<file path="config.mk">
export PLATFORM = sky130hd
export DESIGN_NAME = ucpu_core
export DESIGN_NICKNAME = d
export VERILOG_FILES = /design/src/rtl/ucpu_pkg.sv /design/src/rtl/ucpu_regfile.sv /design/src/rtl/ucpu_alu.sv /design/src/rtl/ucpu_ctrl.sv /design/src/rtl/ucpu_core.sv
export SDC_FILE = /design/constraint.sdc
export NUM_CORES = 1
export LEC_CHECK = 0
export BUFFER_PORTS_ARGS = -buffer_cell sky130_fd_sc_hd__buf_2
export CAP_MARGIN = 20
export CORE_UTILIZATION = 60
export DETAILED_ROUTE_END_ITERATION = 16
export GPL_ROUTABILITY_DRIVEN = 0
export PLACE_DENSITY = 0.78
export SLEW_MARGIN = 20
export SYNTH_ARGS = -nofsm -noshare
export SYNTH_HDL_FRONTEND = slang
export SYNTH_HIERARCHICAL = 1
export SYNTH_SLANG_ARGS = --single-unit
</file>
<file path="constraint.sdc">
create_clock -name clk -period 12.4 [get_ports clk]
set_clock_uncertainty 0.1 [all_clocks]
set_input_delay 1.24 -clock clk [delete_from_list [all_inputs] [get_ports clk]]
set_output_delay 1.24 -clock clk [all_outputs]
set_load 0.005 [all_outputs]
</file>
<file path="src/rtl/ucpu_pkg.sv">
package ucpu_pkg;

    localparam int INSN_W = 16;
    localparam int RIDX_W = 3;
    localparam int NUM_REGS = 1 << RIDX_W;

    typedef enum logic [3:0] {
        OP_MOV = 4'd0,
        OP_ADD = 4'd1,
        OP_SUB = 4'd2,
        OP_LDW = 4'd3,
        OP_STW = 4'd4,
        OP_JZ  = 4'd5,
        OP_JNZ = 4'd6
    } op_e;

    typedef enum logic [1:0] {
        ALU_PASS = 2'd0,
        ALU_ADD  = 2'd1,
        ALU_SUB  = 2'd2
    } alu_op_e;

    typedef struct packed {
        op_e               op;
        logic [RIDX_W-1:0] rd;
        logic              imm_sel;
        logic [7:0]        lo8;
    } insn_t;

    typedef struct packed {
        logic    last;      // instruction ends this cycle
        logic    data_cyc;  // port carries a data access
        logic    mem_we;
        logic    reg_we;
        logic    from_mem;  // register write takes read data
        logic    is_jump;
        alu_op_e alu;
    } ctrl_t;

    function automatic ctrl_t decode(op_e op, logic step);
        ctrl_t c;
        c      = '0;
        c.last = 1'b1;
        if (!step) begin
            case (op)
                OP_MOV: begin c.reg_we = 1'b1; c.alu = ALU_PASS; end
                OP_ADD: begin c.reg_we = 1'b1; c.alu = ALU_ADD;  end
                OP_SUB: begin c.reg_we = 1'b1; c.alu = ALU_SUB;  end
                OP_LDW: begin
                    c.last = 1'b0; c.data_cyc = 1'b1;
                    c.reg_we = 1'b1; c.from_mem = 1'b1;
                end
                OP_STW: begin
                    c.last = 1'b0; c.data_cyc = 1'b1; c.mem_we = 1'b1;
                end
                OP_JZ, OP_JNZ: c.is_jump = 1'b1;
                default: ;
            endcase
        end
        return c;
    endfunction

endpackage

</file>
<file path="src/rtl/ucpu_regfile.sv">
module ucpu_regfile #(
    parameter int NREGS  = 8,
    parameter int DATA_W = 16,
    localparam int IDX_W = $clog2(NREGS)
) (
    input  logic              clk,
    input  logic              rst,
    input  logic              we,
    input  logic [IDX_W-1:0]  waddr,
    input  logic [DATA_W-1:0] wdata,
    input  logic [IDX_W-1:0]  raddr_a,
    input  logic [IDX_W-1:0]  raddr_b,
    output logic [DATA_W-1:0] rdata_a,
    output logic [DATA_W-1:0] rdata_b
);
    logic [DATA_W-1:0] regs [NREGS];

    always_ff @(posedge clk) begin
        if (rst) begin
            for (int i = 0; i < NREGS; i++) regs[i] <= '0;
        end else if (we) begin
            regs[waddr] <= wdata;
        end
    end

    assign rdata_a = regs[raddr_a];
    assign rdata_b = regs[raddr_b];

    AST_REG_WRITE: assert property (@(posedge clk) disable iff (rst)
        we |=> regs[$past(waddr)] == $past(wdata));
endmodule

</file>
<file path="src/rtl/ucpu_alu.sv">
module ucpu_alu
    import ucpu_pkg::*;
#(
    parameter int DATA_W = 16
) (
    input  alu_op_e           op,
    input  logic [DATA_W-1:0] a,
    input  logic [DATA_W-1:0] b,
    output logic [DATA_W-1:0] y
);
    always_comb begin
        case (op)
            ALU_ADD: y = a + b;
            ALU_SUB: y = a - b;
            default: y = b;
        endcase
    end
endmodule

</file>
<file path="src/rtl/ucpu_ctrl.sv">
module ucpu_ctrl
    import ucpu_pkg::*;
(
    input  op_e   op,
    input  logic  step,
    input  logic  rd_zero,
    output ctrl_t ctl,
    output logic  take_jump
);
    always_comb begin
        ctl       = decode(op, step);
        take_jump = ctl.is_jump && ((op == OP_JZ) == rd_zero);
    end
endmodule

</file>
<file path="src/rtl/ucpu_core.sv">
module ucpu_core
    import ucpu_pkg::*;
#(
    parameter int DATA_W = 16,
    parameter int ADDR_W = 8
) (
    input  logic              clk,
    input  logic              rst,
    output logic [ADDR_W-1:0] mem_addr,
    output logic [DATA_W-1:0] mem_wdata,
    output logic              mem_we,
    input  logic [DATA_W-1:0] mem_rdata
);
    insn_t             ir_q;
    logic [ADDR_W-1:0] pc_q;
    logic              step_q;

    ctrl_t             ctl;
    logic              take_jump;
    logic [DATA_W-1:0] rd_val, rs_val, opnd, alu_y, reg_wdata;
    logic [ADDR_W-1:0] fetch_addr, imm_addr;

    ucpu_regfile #(.NREGS(NUM_REGS), .DATA_W(DATA_W)) u_rf (
        .clk     (clk),
        .rst     (rst),
        .we      (ctl.reg_we),
        .waddr   (ir_q.rd),
        .wdata   (reg_wdata),
        .raddr_a (ir_q.rd),
        .raddr_b (ir_q.lo8[RIDX_W-1:0]),
        .rdata_a (rd_val),
        .rdata_b (rs_val)
    );

    ucpu_ctrl u_ctrl (
        .op        (ir_q.op),
        .step      (step_q),
        .rd_zero   (rd_val == '0),
        .ctl       (ctl),
        .take_jump (take_jump)
    );

    // move takes the full low byte; add and subtract take its low nibble
    always_comb begin
        if (!ir_q.imm_sel)          opnd = rs_val;
        else if (ir_q.op == OP_MOV) opnd = DATA_W'(ir_q.lo8);
        else                        opnd = DATA_W'(ir_q.lo8[3:0]);
    end

    ucpu_alu #(.DATA_W(DATA_W)) u_alu (
        .op (ctl.alu),
        .a  (rd_val),
        .b  (opnd),
        .y  (alu_y)
    );

    assign reg_wdata  = ctl.from_mem ? mem_rdata : alu_y;
    assign imm_addr   = ADDR_W'(ir_q.lo8);
    assign fetch_addr = take_jump ? imm_addr : pc_q;
    assign mem_addr   = ctl.data_cyc ? imm_addr : fetch_addr;
    assign mem_wdata  = rd_val;
    assign mem_we     = ctl.mem_we;

    always_ff @(posedge clk) begin
        if (rst) begin
            pc_q   <= '0;
            ir_q   <= '0;
            step_q <= 1'b0;
        end else if (ctl.last) begin
            ir_q   <= insn_t'(mem_rdata[INSN_W-1:0]);
            pc_q   <= fetch_addr + ADDR_W'(1);
            step_q <= 1'b0;
        end else begin
            step_q <= 1'b1;
        end
    end

    AST_RESET_STATE: assert property (@(posedge clk)
        rst |=> (pc_q == '0 && ir_q == '0 && !step_q));
    AST_STEP_SINGLE: assert property (@(posedge clk) disable iff (rst)
        step_q |=> !step_q);
    AST_IR_HELD: assert property (@(posedge clk) disable iff (rst)
        step_q |-> $stable(ir_q));
    AST_STORE_THEN_FETCH: assert property (@(posedge clk) disable iff (rst)
        mem_we |=> (step_q && !mem_we && mem_addr == $past(pc_q)));
    AST_PC_SEQ: assert property (@(posedge clk) disable iff (rst)
        (ctl.last && !take_jump) |=> pc_q == $past(pc_q) + ADDR_W'(1));
    AST_JUMP_TARGET: assert property (@(posedge clk) disable iff (rst)
        take_jump |=> pc_q == ADDR_W'($past(ir_q.lo8)) + ADDR_W'(1));
endmodule

</file>
==> qor.log <==
INFO  hold_path      worst_hold_path.endpoint=pc_q[7]$_SDFFE_PP0P_
INFO  setup_path     reg2reg_to=u_rf/regs[3][15]$_SDFFCE_PN0P_
INFO  power_and_ir_drop power_report.internal_total=1.11mW
INFO  power_and_ir_drop power_per_cell_area=150mW/mm^2
INFO  sta            relSlewSlack=27.3%
INFO  power_and_ir_drop clock_power_share=33.0%
INFO  routing        drt-total-wl=26,100um
INFO  cells_and_area design.final.nets=871
INFO  sta            max_freq=152MHz
INFO  sta            slew_violations=0
INFO  sta            finalHoldViolations=0
INFO  routing        remaining_drc_errors=0
INFO  run_status     run_status=completed
INFO  clocking       cts.clk_slew.worst_paths=0.06ns
INFO  cells_and_area fillers=1,070
INFO  routing        ant_nets=0
INFO  power_and_ir_drop power_frac_seq=37.3%
INFO  clocking       cts_max_path_buffers=2
INFO  global_routing antenna_found_initial=0
INFO  routing        routed_via_density=6.95
INFO  setup_path     worst_path_maximum_fanout=37
INFO  power_and_ir_drop power_switching=521uW
INFO  routing        avgRoutedWirePerCell=24.6um
INFO  hold_path      min_path_cells=2
INFO  clocking       cts_tree=done
INFO  clocking       cts_hold_buffers=0
INFO  sta            period_minus_ws_final=6.58ns
INFO  clocking       clock_sinks=153
INFO  floorplan      floorplan.die.height=131um
INFO  power_and_ir_drop p_sw_share=31.9%
INFO  clocking       ctsHtreeMaxLevel=4
INFO  setup_path     cp.arrival=6.73ns
INFO  global_routing grt_pass1_vias=7,469
INFO  floorplan      ioPinCount=43
INFO  clocking       clkLatencyLatePin=0.43ns
INFO  global_routing grtUsageTotal=31.1%
INFO  floorplan      die_width=131um
INFO  synth          netlist_instances=824
INFO  sta            hold-worst-slack=0.365ns
INFO  hold_path      worst_hold_path_type=register to register
INFO  setup_path     r2r_slack=5.82ns
INFO  floorplan      design.die.area=0.0173mm^2
INFO  setup_path     worstRegToRegCells=21
INFO  setup_path     critical-path-max-stage-delay=1.03ns
INFO  clocking       cts_post_setup_buffers_inserted=0
INFO  global_routing grt_pass1_wl=40,700um
INFO  synth          synth.cell_area=0.0101mm^2
INFO  synth          synth.net_count=861
INFO  cells_and_area layout-drive-gt1-share=21.4%
INFO  setup_path     critical-path-slowest-cell=sky130_fd_sc_hd__dfxtp_2
INFO  routing        first_pass_iters=8
INFO  cells_and_area multi_input_area=0.00520mm^2
INFO  clocking       cts_resized=0
INFO  place          buffer_ports.inserted=42
INFO  setup_path     critical_path.reg2reg.startpoint=imm_addr[0]$_SDFFE_PP0P_
INFO  routing        num_vias=7,377
INFO  setup_path     crit_type=register to register
INFO  sta            setup_repair_after_global_routing_missed_its_margin=no
INFO  sta            finalSetupViolations=0
INFO  cells_and_area ff_latch_area=0.00435mm^2
INFO  floorplan      floorplan.rows=46
INFO  synth          synthesis.yosys.warnings=6
INFO  setup_path     worst_path_most_repeated_cell=sky130_fd_sc_hd__mux2_2
INFO  setup_path     worstPathCellList=mux4_1, mux2_2, mux2_2, inv_1, ha_1, nand2b_1, or3_1, or4_4, nor3_2, nor2_1, xnor2_1, ha_1, a21oi_1, o21ai_0, a221oi_1, nand2_1, mux4_2, nand2_1, mux2_2, clkinv_1, nor3_1
INFO  cells_and_area n_diodes=0
INFO  routing        first_iter_violations=993
INFO  place          hpwl=16,700um
INFO  sta            tightest_slew=1.09ns
INFO  setup_path     critical_path_required=12.55ns
INFO  global_routing grt_max_degree=69
INFO  sta            finalCritPeriodShare=53.1%
INFO  sta            setup_tns_final=0ns
INFO  cells_and_area syn2layout_area_growth=8.45%
INFO  synth          syn_avg_cell_area=12.2um^2
INFO  power_and_ir_drop comb_power_share=29.7%
INFO  floorplan      floorplan.initialDensity=62.4%
INFO  floorplan      core_area=0.0161mm^2
INFO  clocking       clock_tree.root_cell=sky130_fd_sc_hd__clkbuf_16
INFO  setup_path     crit_path_start=imm_addr[0]$_SDFFE_PP0P_
INFO  setup_path     crit_path_start_kind=register
INFO  setup_path     end_kind=register
INFO  power_and_ir_drop peak_supply_drop=103uV
INFO  hold_path      min-delay-start=pc_q[7]$_SDFFE_PP0P_
INFO  global_routing global_route.overflow_total=0
INFO  power_and_ir_drop cellLeakagePower=4.10nW
INFO  clocking       numCtsBuffers=17
INFO  run            maxcap_viol_count=0
## worst max-delay path, delay by kind of cell, from the launching register on
kind,cells,cell delay [ns]
adder cells (fa/ha/maj),2,0.55
multiplexers,5,1.83
flip-flops,1,1.03
XOR/XNOR,1,0.16
AND/OR/NAND/NOR,8,1.67
AO/OA/AOI/OAI,3,0.75
buffers and inverters,2,0.30
## per-layer routing
layer / GRT usage [%] / wire length [um] / vias up
li1: - / - / 3248
met1: 39.8 / 10200 / 3592
met2: 51.7 / 12700 / 455
met3: 5.29 / 2330 / 82
met4: 14.4 / 927 / 0
met5: 0 / 0 / -
## worst max path at each step
| stage | endpoint | slack (ns) | depth (start not counted) |
|---|---|---|---|
| after floorplan | u_rf/regs[0][15]$_SDFFCE_PN0P_ | 7.06 | 21 |
| after detailed placement | u_rf/regs[4][15]$_SDFFCE_PN0P_ | 5.96 | 21 |
| after CTS | u_rf/regs[4][15]$_SDFFCE_PN0P_ | 5.94 | 21 |
| final | u_rf/regs[3][15]$_SDFFCE_PN0P_ | 5.82 | 21 |
| after global placement | u_rf/regs[4][15]$_SDFFCE_PN0P_ | 6.23 | 21 |
| after global routing | u_rf/regs[4][15]$_SDFFCE_PN0P_ | 5.46 | 21 |
## metrics by stage
step	utilization [%]	instance area (um^2)	power, mW	setup slack [ns]	instances
6_report	67.6	10900	1.63	5.82	1061
5_1_grt	67.6	10900	1.69	5.46	1061
4_1_cts	67.6	10900	1.62	5.94	1061
3_5_place_dp	63.9	10300	1.08	5.96	1031
3_3_place_gp	63.9	10300	1.06	6.23	1031
2_1_floorplan	-	10100	0.967	7.06	824
## cell usage in the layout, fill, tap and decap left out, types with 4 or more instances in the layout
cell                          n
sky130_fd_sc_hd__mux4_1      62
sky130_fd_sc_hd__clkinv_1    18
sky130_fd_sc_hd__nor4_1       7
sky130_fd_sc_hd__nor3_1     128
sky130_fd_sc_hd__clkbuf_16   17
sky130_fd_sc_hd__edfxtp_1   128
sky130_fd_sc_hd__nor3_2       7
sky130_fd_sc_hd__nand2_1     26
sky130_fd_sc_hd__mux2_2      67
sky130_fd_sc_hd__inv_1       17
sky130_fd_sc_hd__o21ai_0     25
sky130_fd_sc_hd__nand2b_1     6
sky130_fd_sc_hd__buf_4       20
sky130_fd_sc_hd__xnor2_1     19
sky130_fd_sc_hd__a21o_1       6
sky130_fd_sc_hd__a21oi_1     23
sky130_fd_sc_hd__ha_1        18
sky130_fd_sc_hd__nand4_1      6
sky130_fd_sc_hd__nor2b_1      9
sky130_fd_sc_hd__and3_1       4
sky130_fd_sc_hd__nand3_1     12
sky130_fd_sc_hd__dfxtp_1     23
sky130_fd_sc_hd__nor2_1      47
sky130_fd_sc_hd__o21bai_1    10
sky130_fd_sc_hd__bufinv_16    4
sky130_fd_sc_hd__nand3b_1     5
sky130_fd_sc_hd__buf_2       42
sky130_fd_sc_hd__xor2_1       7
sky130_fd_sc_hd__mux2i_1     23
## area by class of cell
| cell class | instances | share of cell area [%] |
|---|---|---|
| clock buffer | 18 | 3.94 |
| sequential | 153 | 39.9 |
| timing repair buffer | 62 | 3.31 |
| inverter | 33 | 1.14 |
| tap | 216 | 2.48 |
| clock inverter | 12 | 1.61 |
| multi-input combinational | 567 | 47.7 |
## flip-flops by register name, indices dropped and copies added (netlist names)
register,flops
pc_q,8
ir_q,8
u_rf/regs,128
imm_addr,8
step_q,1
## power by group through the flow
stage | sequential (mW) | clock, mW | combinational (mW)
after floorplan | 0.607 | 0 | 0.360
after global placement | 0.615 | 0 | 0.450
after detailed placement | 0.619 | 0 | 0.465
after CTS | 0.609 | 0.544 | 0.471
after global routing | 0.613 | 0.561 | 0.518
final | 0.609 | 0.540 | 0.485
(Power assumes the default switching activity.)
